### config.mk
export PLATFORM = sky130hd
export DESIGN_NAME = pdm_stereo_rx
export DESIGN_NICKNAME = d
export VERILOG_FILES = /design/src/rtl/pdm_rx_pkg.sv /design/src/rtl/pdm_edge_capture.sv /design/src/rtl/pdm_rate_monitor.sv /design/src/rtl/pdm_chan_mixer.sv /design/src/rtl/pdm_stereo_rx.sv
export SDC_FILE = /design/constraint.sdc
export NUM_CORES = 1
export LEC_CHECK = 0
export BUFFER_PORTS_ARGS = -buffer_cell sky130_fd_sc_hd__buf_4
export CORE_MARGIN = 2
export CORE_UTILIZATION = 40
export CTS_BUF_LIST = sky130_fd_sc_hd__clkbuf_4
export DETAILED_ROUTE_END_ITERATION = 10
export GPL_TIMING_DRIVEN = 0
export PLACE_DENSITY = 0.63
export REMOVE_ABC_BUFFERS = 1
export SLEW_MARGIN = 20
export SYNTH_ARGS = -nofsm -noshare
export SYNTH_HDL_FRONTEND = slang
export SYNTH_SLANG_ARGS = --single-unit
### constraint.sdc
create_clock -name clk -period 2.8 [get_ports clk]
set_clock_uncertainty 0.15 [all_clocks]
set_input_delay 0.42 -clock clk [delete_from_list [all_inputs] [get_ports clk]]
set_output_delay 0.42 -clock clk [all_outputs]
set_load 0.02 [all_outputs]
### src/rtl/pdm_rx_pkg.sv
package pdm_rx_pkg;

    typedef enum logic [1:0] {
        MODE_OFF   = 2'b00,
        MODE_LEFT  = 2'b01,
        MODE_RIGHT = 2'b10,
        MODE_MIX   = 2'b11
    } pdm_mode_e;

    typedef logic signed [1:0] pcm2_t;

    localparam pcm2_t PCM_POS  = 2'sb01;
    localparam pcm2_t PCM_NEG  = 2'sb11;
    localparam pcm2_t PCM_ZERO = 2'sb00;

    // one bit of density stream to a signed unit level
    function automatic pcm2_t bit_to_pcm(input logic b);
        return b ? PCM_POS : PCM_NEG;
    endfunction

    // half sum of two unit levels
    function automatic pcm2_t mix_pcm(input logic l, input logic r);
        return (l == r) ? bit_to_pcm(l) : PCM_ZERO;
    endfunction

endpackage

### src/rtl/pdm_edge_capture.sv
module pdm_edge_capture #(
    parameter int SYNC_STAGES = 2
) (
    input  logic clk,
    input  logic rst_n,
    input  logic pdm_clk_i,
    input  logic pdm_dat_i,
    output logic rise_o,
    output logic fall_o,
    output logic frame_vld_o,
    output logic left_bit_o,
    output logic right_bit_o
);

    typedef struct packed {
        logic [SYNC_STAGES-1:0] ck_sync;
        logic [SYNC_STAGES-1:0] dt_sync;
        logic                   ck_prev;
        logic                   have_left;
        logic                   left_bit;
        logic                   right_bit;
        logic                   frame_vld;
    } cap_state_t;

    cap_state_t st_d, st_q;
    logic ck_s, dt_s, rise, fall;

    assign ck_s = st_q.ck_sync[SYNC_STAGES-1];
    assign dt_s = st_q.dt_sync[SYNC_STAGES-1];
    assign rise = ck_s & ~st_q.ck_prev;
    assign fall = ~ck_s & st_q.ck_prev;

    always_comb begin
        st_d           = st_q;
        st_d.ck_sync   = {st_q.ck_sync[SYNC_STAGES-2:0], pdm_clk_i};
        st_d.dt_sync   = {st_q.dt_sync[SYNC_STAGES-2:0], pdm_dat_i};
        st_d.ck_prev   = ck_s;
        st_d.frame_vld = 1'b0;
        if (rise) begin
            st_d.left_bit  = dt_s;
            st_d.have_left = 1'b1;
        end
        if (fall) begin
            st_d.right_bit = dt_s;
            st_d.frame_vld = st_q.have_left;
            st_d.have_left = 1'b0;
        end
    end

    always_ff @(posedge clk) begin
        if (!rst_n) st_q <= '0;
        else        st_q <= st_d;
    end

    assign rise_o      = rise;
    assign fall_o      = fall;
    assign frame_vld_o = st_q.frame_vld;
    assign left_bit_o  = st_q.left_bit;
    assign right_bit_o = st_q.right_bit;

    // a frame closes on a falling edge, so two frames never come back to back
    assert_frame_spacing_R1: assert property (@(posedge clk) disable iff (!rst_n)
        frame_vld_o |=> !frame_vld_o);

    // a frame is only emitted once a left bit has been taken in this period
    assert_frame_has_left_R1: assert property (@(posedge clk) disable iff (!rst_n)
        frame_vld_o |-> !st_q.have_left);

endmodule

### src/rtl/pdm_rate_monitor.sv
module pdm_rate_monitor #(
    parameter int WIN_CYCLES  = 1000,
    parameter int LO_MIN      = 18,
    parameter int LO_MAX      = 44,
    parameter int HI_MIN      = 52,
    parameter int HI_MAX      = 87,
    parameter int LOSS_CYCLES = 64
) (
    input  logic clk,
    input  logic rst_n,
    input  logic rise_i,
    input  logic edge_i,
    output logic hi_band_o,
    output logic rate_err_o,
    output logic clk_present_o
);

    localparam int WIN_W  = $clog2(WIN_CYCLES);
    localparam int CNT_W  = $clog2(WIN_CYCLES + 1);
    localparam int LOSS_W = $clog2(LOSS_CYCLES + 1);

    localparam logic [WIN_W-1:0]  WIN_LAST = WIN_W'(WIN_CYCLES - 1);
    localparam logic [LOSS_W-1:0] LOSS_LIM = LOSS_W'(LOSS_CYCLES);

    typedef struct packed {
        logic [WIN_W-1:0]  win_cnt;
        logic [CNT_W-1:0]  edge_cnt;
        logic              hi_band;
        logic              rate_err;
        logic [LOSS_W-1:0] idle_cnt;
    } mon_state_t;

    mon_state_t st_d, st_q;
    logic [CNT_W-1:0] total;
    logic in_lo, in_hi;

    assign total = st_q.edge_cnt + CNT_W'(rise_i);
    assign in_lo = (total >= CNT_W'(LO_MIN)) && (total <= CNT_W'(LO_MAX));
    assign in_hi = (total >= CNT_W'(HI_MIN)) && (total <= CNT_W'(HI_MAX));

    always_comb begin
        st_d = st_q;
        if (st_q.win_cnt == WIN_LAST) begin
            st_d.win_cnt  = '0;
            st_d.edge_cnt = '0;
            st_d.hi_band  = in_hi;
            st_d.rate_err = !(in_lo || in_hi);
        end else begin
            st_d.win_cnt  = st_q.win_cnt + 1'b1;
            st_d.edge_cnt = total;
        end
        if (edge_i)                     st_d.idle_cnt = '0;
        else if (st_q.idle_cnt < LOSS_LIM) st_d.idle_cnt = st_q.idle_cnt + 1'b1;
    end

    always_ff @(posedge clk) begin
        if (!rst_n) begin
            st_q          <= '0;
            st_q.idle_cnt <= LOSS_LIM;
        end else begin
            st_q <= st_d;
        end
    end

    assign hi_band_o     = st_q.hi_band;
    assign rate_err_o    = st_q.rate_err;
    assign clk_present_o = (st_q.idle_cnt < LOSS_LIM);

    // a rate cannot be both an accepted high band and unsupported
    assert_band_exclusive_R6: assert property (@(posedge clk) disable iff (!rst_n)
        !(hi_band_o && rate_err_o));

    // presence only returns after an observed bit-clock edge
    assert_present_needs_edge_R8: assert property (@(posedge clk) disable iff (!rst_n)
        $rose(clk_present_o) |-> $past(edge_i));

endmodule

### src/rtl/pdm_chan_mixer.sv
module pdm_chan_mixer
    import pdm_rx_pkg::*;
(
    input  logic      clk,
    input  logic      rst_n,
    input  pdm_mode_e mode_i,
    input  logic      hi_band_i,
    input  logic      frame_vld_i,
    input  logic      left_bit_i,
    input  logic      right_bit_i,
    output logic [1:0] sample_o,
    output logic      sample_vld_o,
    output logic      mode_err_o
);

    typedef struct packed {
        pcm2_t sample;
        logic  vld;
        logic  mode_err;
    } mix_state_t;

    mix_state_t st_d, st_q;
    pdm_mode_e  eff_mode;
    logic       mix_refused;

    assign mix_refused = (mode_i == MODE_MIX) && hi_band_i;
    assign eff_mode    = mix_refused ? MODE_LEFT : mode_i;

    always_comb begin
        st_d          = st_q;
        st_d.vld      = 1'b0;
        st_d.mode_err = mix_refused;
        case (eff_mode)
            MODE_OFF: st_d.sample = PCM_ZERO;
            MODE_LEFT: if (frame_vld_i) begin
                st_d.sample = bit_to_pcm(left_bit_i);
                st_d.vld    = 1'b1;
            end
            MODE_RIGHT: if (frame_vld_i) begin
                st_d.sample = bit_to_pcm(right_bit_i);
                st_d.vld    = 1'b1;
            end
            default: if (frame_vld_i) begin
                st_d.sample = mix_pcm(left_bit_i, right_bit_i);
                st_d.vld    = 1'b1;
            end
        endcase
    end

    always_ff @(posedge clk) begin
        if (!rst_n) st_q <= '0;
        else        st_q <= st_d;
    end

    assign sample_o     = st_q.sample;
    assign sample_vld_o = st_q.vld;
    assign mode_err_o   = st_q.mode_err;

    assert_off_quiet_R2: assert property (@(posedge clk) disable iff (!rst_n)
        (mode_i == MODE_OFF) |=> (sample_o == 2'b00 && !sample_vld_o));

    assert_legal_code_R5: assert property (@(posedge clk) disable iff (!rst_n)
        sample_o != 2'b10);

    assert_vld_from_frame_R1: assert property (@(posedge clk) disable iff (!rst_n)
        sample_vld_o |-> $past(frame_vld_i));

endmodule

### src/rtl/pdm_stereo_rx.sv
module pdm_stereo_rx
    import pdm_rx_pkg::*;
#(
    parameter int SYNC_STAGES = 2,
    parameter int WIN_CYCLES  = 1000,
    parameter int LO_MIN      = 18,
    parameter int LO_MAX      = 44,
    parameter int HI_MIN      = 52,
    parameter int HI_MAX      = 87,
    parameter int LOSS_CYCLES = 64
) (
    input  logic       clk,
    input  logic       rst_n,
    input  logic       pdm_clk_i,
    input  logic       pdm_dat_i,
    input  logic [1:0] mode_i,
    output logic [1:0] sample_o,
    output logic       sample_vld_o,
    output logic       mode_err_o,
    output logic       rate_err_o,
    output logic       clk_present_o
);

    logic rise, fall, frame_vld, left_bit, right_bit, hi_band;

    pdm_edge_capture #(.SYNC_STAGES(SYNC_STAGES)) u_cap (
        .clk         (clk),
        .rst_n       (rst_n),
        .pdm_clk_i   (pdm_clk_i),
        .pdm_dat_i   (pdm_dat_i),
        .rise_o      (rise),
        .fall_o      (fall),
        .frame_vld_o (frame_vld),
        .left_bit_o  (left_bit),
        .right_bit_o (right_bit)
    );

    pdm_rate_monitor #(
        .WIN_CYCLES  (WIN_CYCLES),
        .LO_MIN      (LO_MIN),
        .LO_MAX      (LO_MAX),
        .HI_MIN      (HI_MIN),
        .HI_MAX      (HI_MAX),
        .LOSS_CYCLES (LOSS_CYCLES)
    ) u_rate (
        .clk           (clk),
        .rst_n         (rst_n),
        .rise_i        (rise),
        .edge_i        (rise | fall),
        .hi_band_o     (hi_band),
        .rate_err_o    (rate_err_o),
        .clk_present_o (clk_present_o)
    );

    pdm_chan_mixer u_mix (
        .clk          (clk),
        .rst_n        (rst_n),
        .mode_i       (pdm_mode_e'(mode_i)),
        .hi_band_i    (hi_band),
        .frame_vld_i  (frame_vld),
        .left_bit_i   (left_bit),
        .right_bit_i  (right_bit),
        .sample_o     (sample_o),
        .sample_vld_o (sample_vld_o),
        .mode_err_o   (mode_err_o)
    );

    // the refusal flag only follows a high-band classification
    assert_mode_err_band_R7: assert property (@(posedge clk) disable iff (!rst_n)
        mode_err_o |-> $past(hi_band));

endmodule

==> impl_metrics.py <==
metrics = {
    "finish": {
        "utilization_pct": 46.4,
        "diodes": 0,
        "stdcell_count": 304,
        "syn2layout_area_growth_pct": 9.90,
        "drive_gt1_share_pct": 11.0,
        "nNetsFinal": 250,
    },
    "worst_setup_path": {
        "crit_chain": "inv_1, ha_1, ha_1, ha_4, or3_1, a2111oi_2, o21ai_2, a2111oi_4, o21a_1",
        "crit_slowest_cell": "a2111oi_2",
        "critPathBufInv": 1,
        "crit_fanout": 15,
        "rr_endpoint": "u_rate.hi_band_o",
        "rrSetupSlack_ps": 220,
        "cp_top_family": "compound AO/OA/AOI/OAI gates",
        "required_ps": 2960,
        "crit_arrival_ps": 2740,
        "critPathLaunchType": "register",
        "ff2ff_path_depth": 9,
        "timing.rr.start": "u_cap.st_q[4]",
        "crit_top_cell": "ha_1",
        "max_stage_delay_ps": 410,
        "worst-setup-path-type": "register to register",
        "cp-end-kind": "register",
    },
    "route": {
        "routedWlPerCell_um": 12.1,
        "wirelength_um": 3680,
        "first_pass_iters": 4,
        "detail-route-antenna-nets": 0,
        "drc": 0,
        "vias_per_cell": 5.32,
        "drt_iter0_markers": 93,
        "via_count": 1617,
    },
    "sta": {
        "slew_headroom_pct": 62.6,
        "rsz0062_at_grt": "false",
        "hold_viol": 0,
        "setup_violations": 0,
        "fin_tns_setup_ps": 0,
        "fin_crit_ps": 2580,
        "worst_pin_slew_ps": 560,
        "fmax_mhz": 387,
        "post-route-period-util_pct": 92.3,
        "layout_setup_ws_ps": 216,
        "slew_viol_final": 0,
    },
    "floorplanning": {
        "die_area_um2": 5670,
        "fp-row-count": 25,
        "coreArea_um2": 4820,
        "start_util_pct": 42.2,
        "die_h_um": 75.3,
        "num_io_pins": 12,
        "die_w_um": 75.3,
    },
    "worst_hold_path": {
        "hold_path_depth": 2,
        "hold_path_class": "primary input to register",
        "hold_start": "pdm_clk_i",
        "worst_hold_path.endpoint": "u_cap.st_d[8]",
    },
    "synthesis": {
        "synth_mux_area_share_pct": 1.48,
        "ys_seq_area_share_pct": 41.3,
        "synthSimpleGateAreaFrac_pct": 25.3,
        "syn_area_um2": 2030,
        "ys_warn_count": 0,
        "synth_top_family_by_area": "simple AND/OR/NAND/NOR gates",
        "synth-adder-area-share_pct": 4.92,
        "synth_xor_area_share_pct": 6.89,
        "syn_inst": 227,
        "synth_compound_gate_area_share_pct": 16.4,
        "synth_area_per_cell_um2": 8.96,
        "async_flop_share_pct": 0,
        "ys_ff_latch": 42,
        "synth_edf_count": 0,
        "synth_ff_type": "dfxtp_1",
        "ys_types": 46,
    },
    "grt": {
        "grt_pass1_wl_um": 6400,
        "grt_max_degree": 24,
        "grt_pass1_vias": 1429,
        "antenna_found_initial": 0,
        "track_usage_pct": 14.7,
        "grt_overflow_total": 0,
    },
    "status": {
        "status": "finished clean",
    },
    "cts": {
        "path_clk_slew_ps": 140,
        "cts_sinks": 42,
        "postCtsHoldBufs": 0,
        "cts_tree": "done",
        "h-tree-depth": 2,
        "cts_buffers": 5,
        "cts_buffer_depth": 2,
        "insertion_delay_ps": 350,
        "cts-root-buf": "clkbuf_4",
        "post-cts-setup-buffer-count": 0,
    },
    "power_and_ir_drop": {
        "p_leak_nw": 0.852,
        "p_per_area_nw_per_um2": 438,
        "worst_ir_drop_vdd_mv": 0.306,
        "p_total_uw": 980,
    },
    "job": {
        "drv_cap": 0,
    },
    "placed_design": {
        "place_inst": 296,
        "place_worst_setup_slack_ps": -35.2,
        "port_buffers": 11,
        "gp_congestion": 0.792,
        "dpl.hpwl_um": 2540,
    },
}
## kinds of logic after synthesis
family / after synthesis
AND/OR/NAND/NOR: 96
AO/OA/AOI/OAI: 45
flip-flops: 42
buffers and inverters: 17
XOR/XNOR: 16
adder cells (fa/ha/maj): 8
multiplexers: 3
## final cells by class
cell class                      count  area [µm²]
Fill cell                         484        2580
Multi-Input combinational cell    168        1140
Sequential cell                    42         841
Tap cell                           67        83.8
Timing Repair Buffer               11        82.6
Clock buffer                        5        37.5
Inverter                            8        30.0
Clock inverter                      3        25.0
## through the flow
stage / instance area (µm²) / hold WS, ps
after floorplan: 1990 / 262
after global placement: 2160 / 264
after detailed placement: 2160 / 273
after CTS: 2220 / 94.4
after global routing: 2240 / 92.6
final: 2240 / 116
## flip-flops by register name, summed over array words and instances, names as in the netlist
register,count
u_mix.sample_o,2
u_rate.st_q,27
u_mix.sample_vld_o,1
u_rate.rate_err_o,1
u_cap.st_q,2
u_cap.ck_s,1
u_cap.left_bit_o,1
u_cap.right_bit_o,1
u_cap.st_d,2
u_mix.mode_err_o,1
u_cap.dt_s,1
u_rate.hi_band_o,1
u_cap.frame_vld_o,1
## what timing repair did
item,in CTS,in global routing
pin swaps,0,1
resized for setup,1,3
endpoints found under the setup margin,2,2
## Yosys cell counts, types with 3 or more instances
cell	number	area share [%]
and2_1	7	2.2
and3_1	11	3.4
a21boi_0	3	1.1
nor3_1	3	0.74
mux2i_1	3	1.5
xor2_1	7	3.0
nand2_1	9	1.7
nand3_1	12	3.0
or3_1	8	2.5
clkbuf_1	4	0.74
and4_1	3	1.3
ha_1	8	4.9
buf_2	3	0.74
dfxtp_1	42	41
nor2b_1	5	1.5
nor2_1	24	4.4
a21oi_1	10	2.5
nand4_1	5	1.5
xnor2_1	9	3.9
inv_1	8	1.5
o21ai_0	11	2.7
nand2b_1	5	1.5
## report_power, final
part	internal, mW	switching (mW)
sequential	0.609	0.00794
clock	0.103	0.214
combinational	0.0208	0.0256
total	0.732	0.248
## cells in the final DEF (no fill, tap or decap), drive strengths merged, types with 3 or more instances in the layout
master	Yosys	final
a21boi	3	3
and3	11	11
ha	8	8
nor2	24	24
o21ai	12	12
xnor2	9	9
and4	3	3
mux2i	3	3
a21oi	10	10
clkbuf	4	5
xor2	7	7
and2	7	7
nand3	12	12
inv	8	9
nand2b	5	5
nor2b	5	5
a2111oi	3	3
nor3	3	3
nand4	5	5
nand2	9	9
buf	5	11
or3	8	8
dfxtp	42	42
## worst max-delay path by stage
| stage | from | cells past startpoint | endpoint |
|---|---|---|---|
| after floorplan | u_cap.st_q[4] | 9 | u_rate.hi_band_o |
| after global placement | u_cap.st_q[4] | 9 | u_rate.hi_band_o |
| after detailed placement | u_cap.st_q[4] | 9 | u_rate.hi_band_o |
| after CTS | u_cap.st_q[4] | 9 | u_rate.hi_band_o |
| after global routing | u_cap.ck_s | 8 | u_rate.hi_band_o |
| final | u_cap.st_q[4] | 9 | u_rate.hi_band_o |
## metal layers
layer | vias to the layer above | track usage (%) | wire [µm]
li1 | 829 | - | -
met3 | 9 | 4.37 | 195
met2 | 34 | 20.4 | 1610
met1 | 745 | 21.0 | 1800
met5 | - | 0 | 0
met4 | 0 | 6.43 | 78
Note: power is estimated with default switching activity, not from simulation.
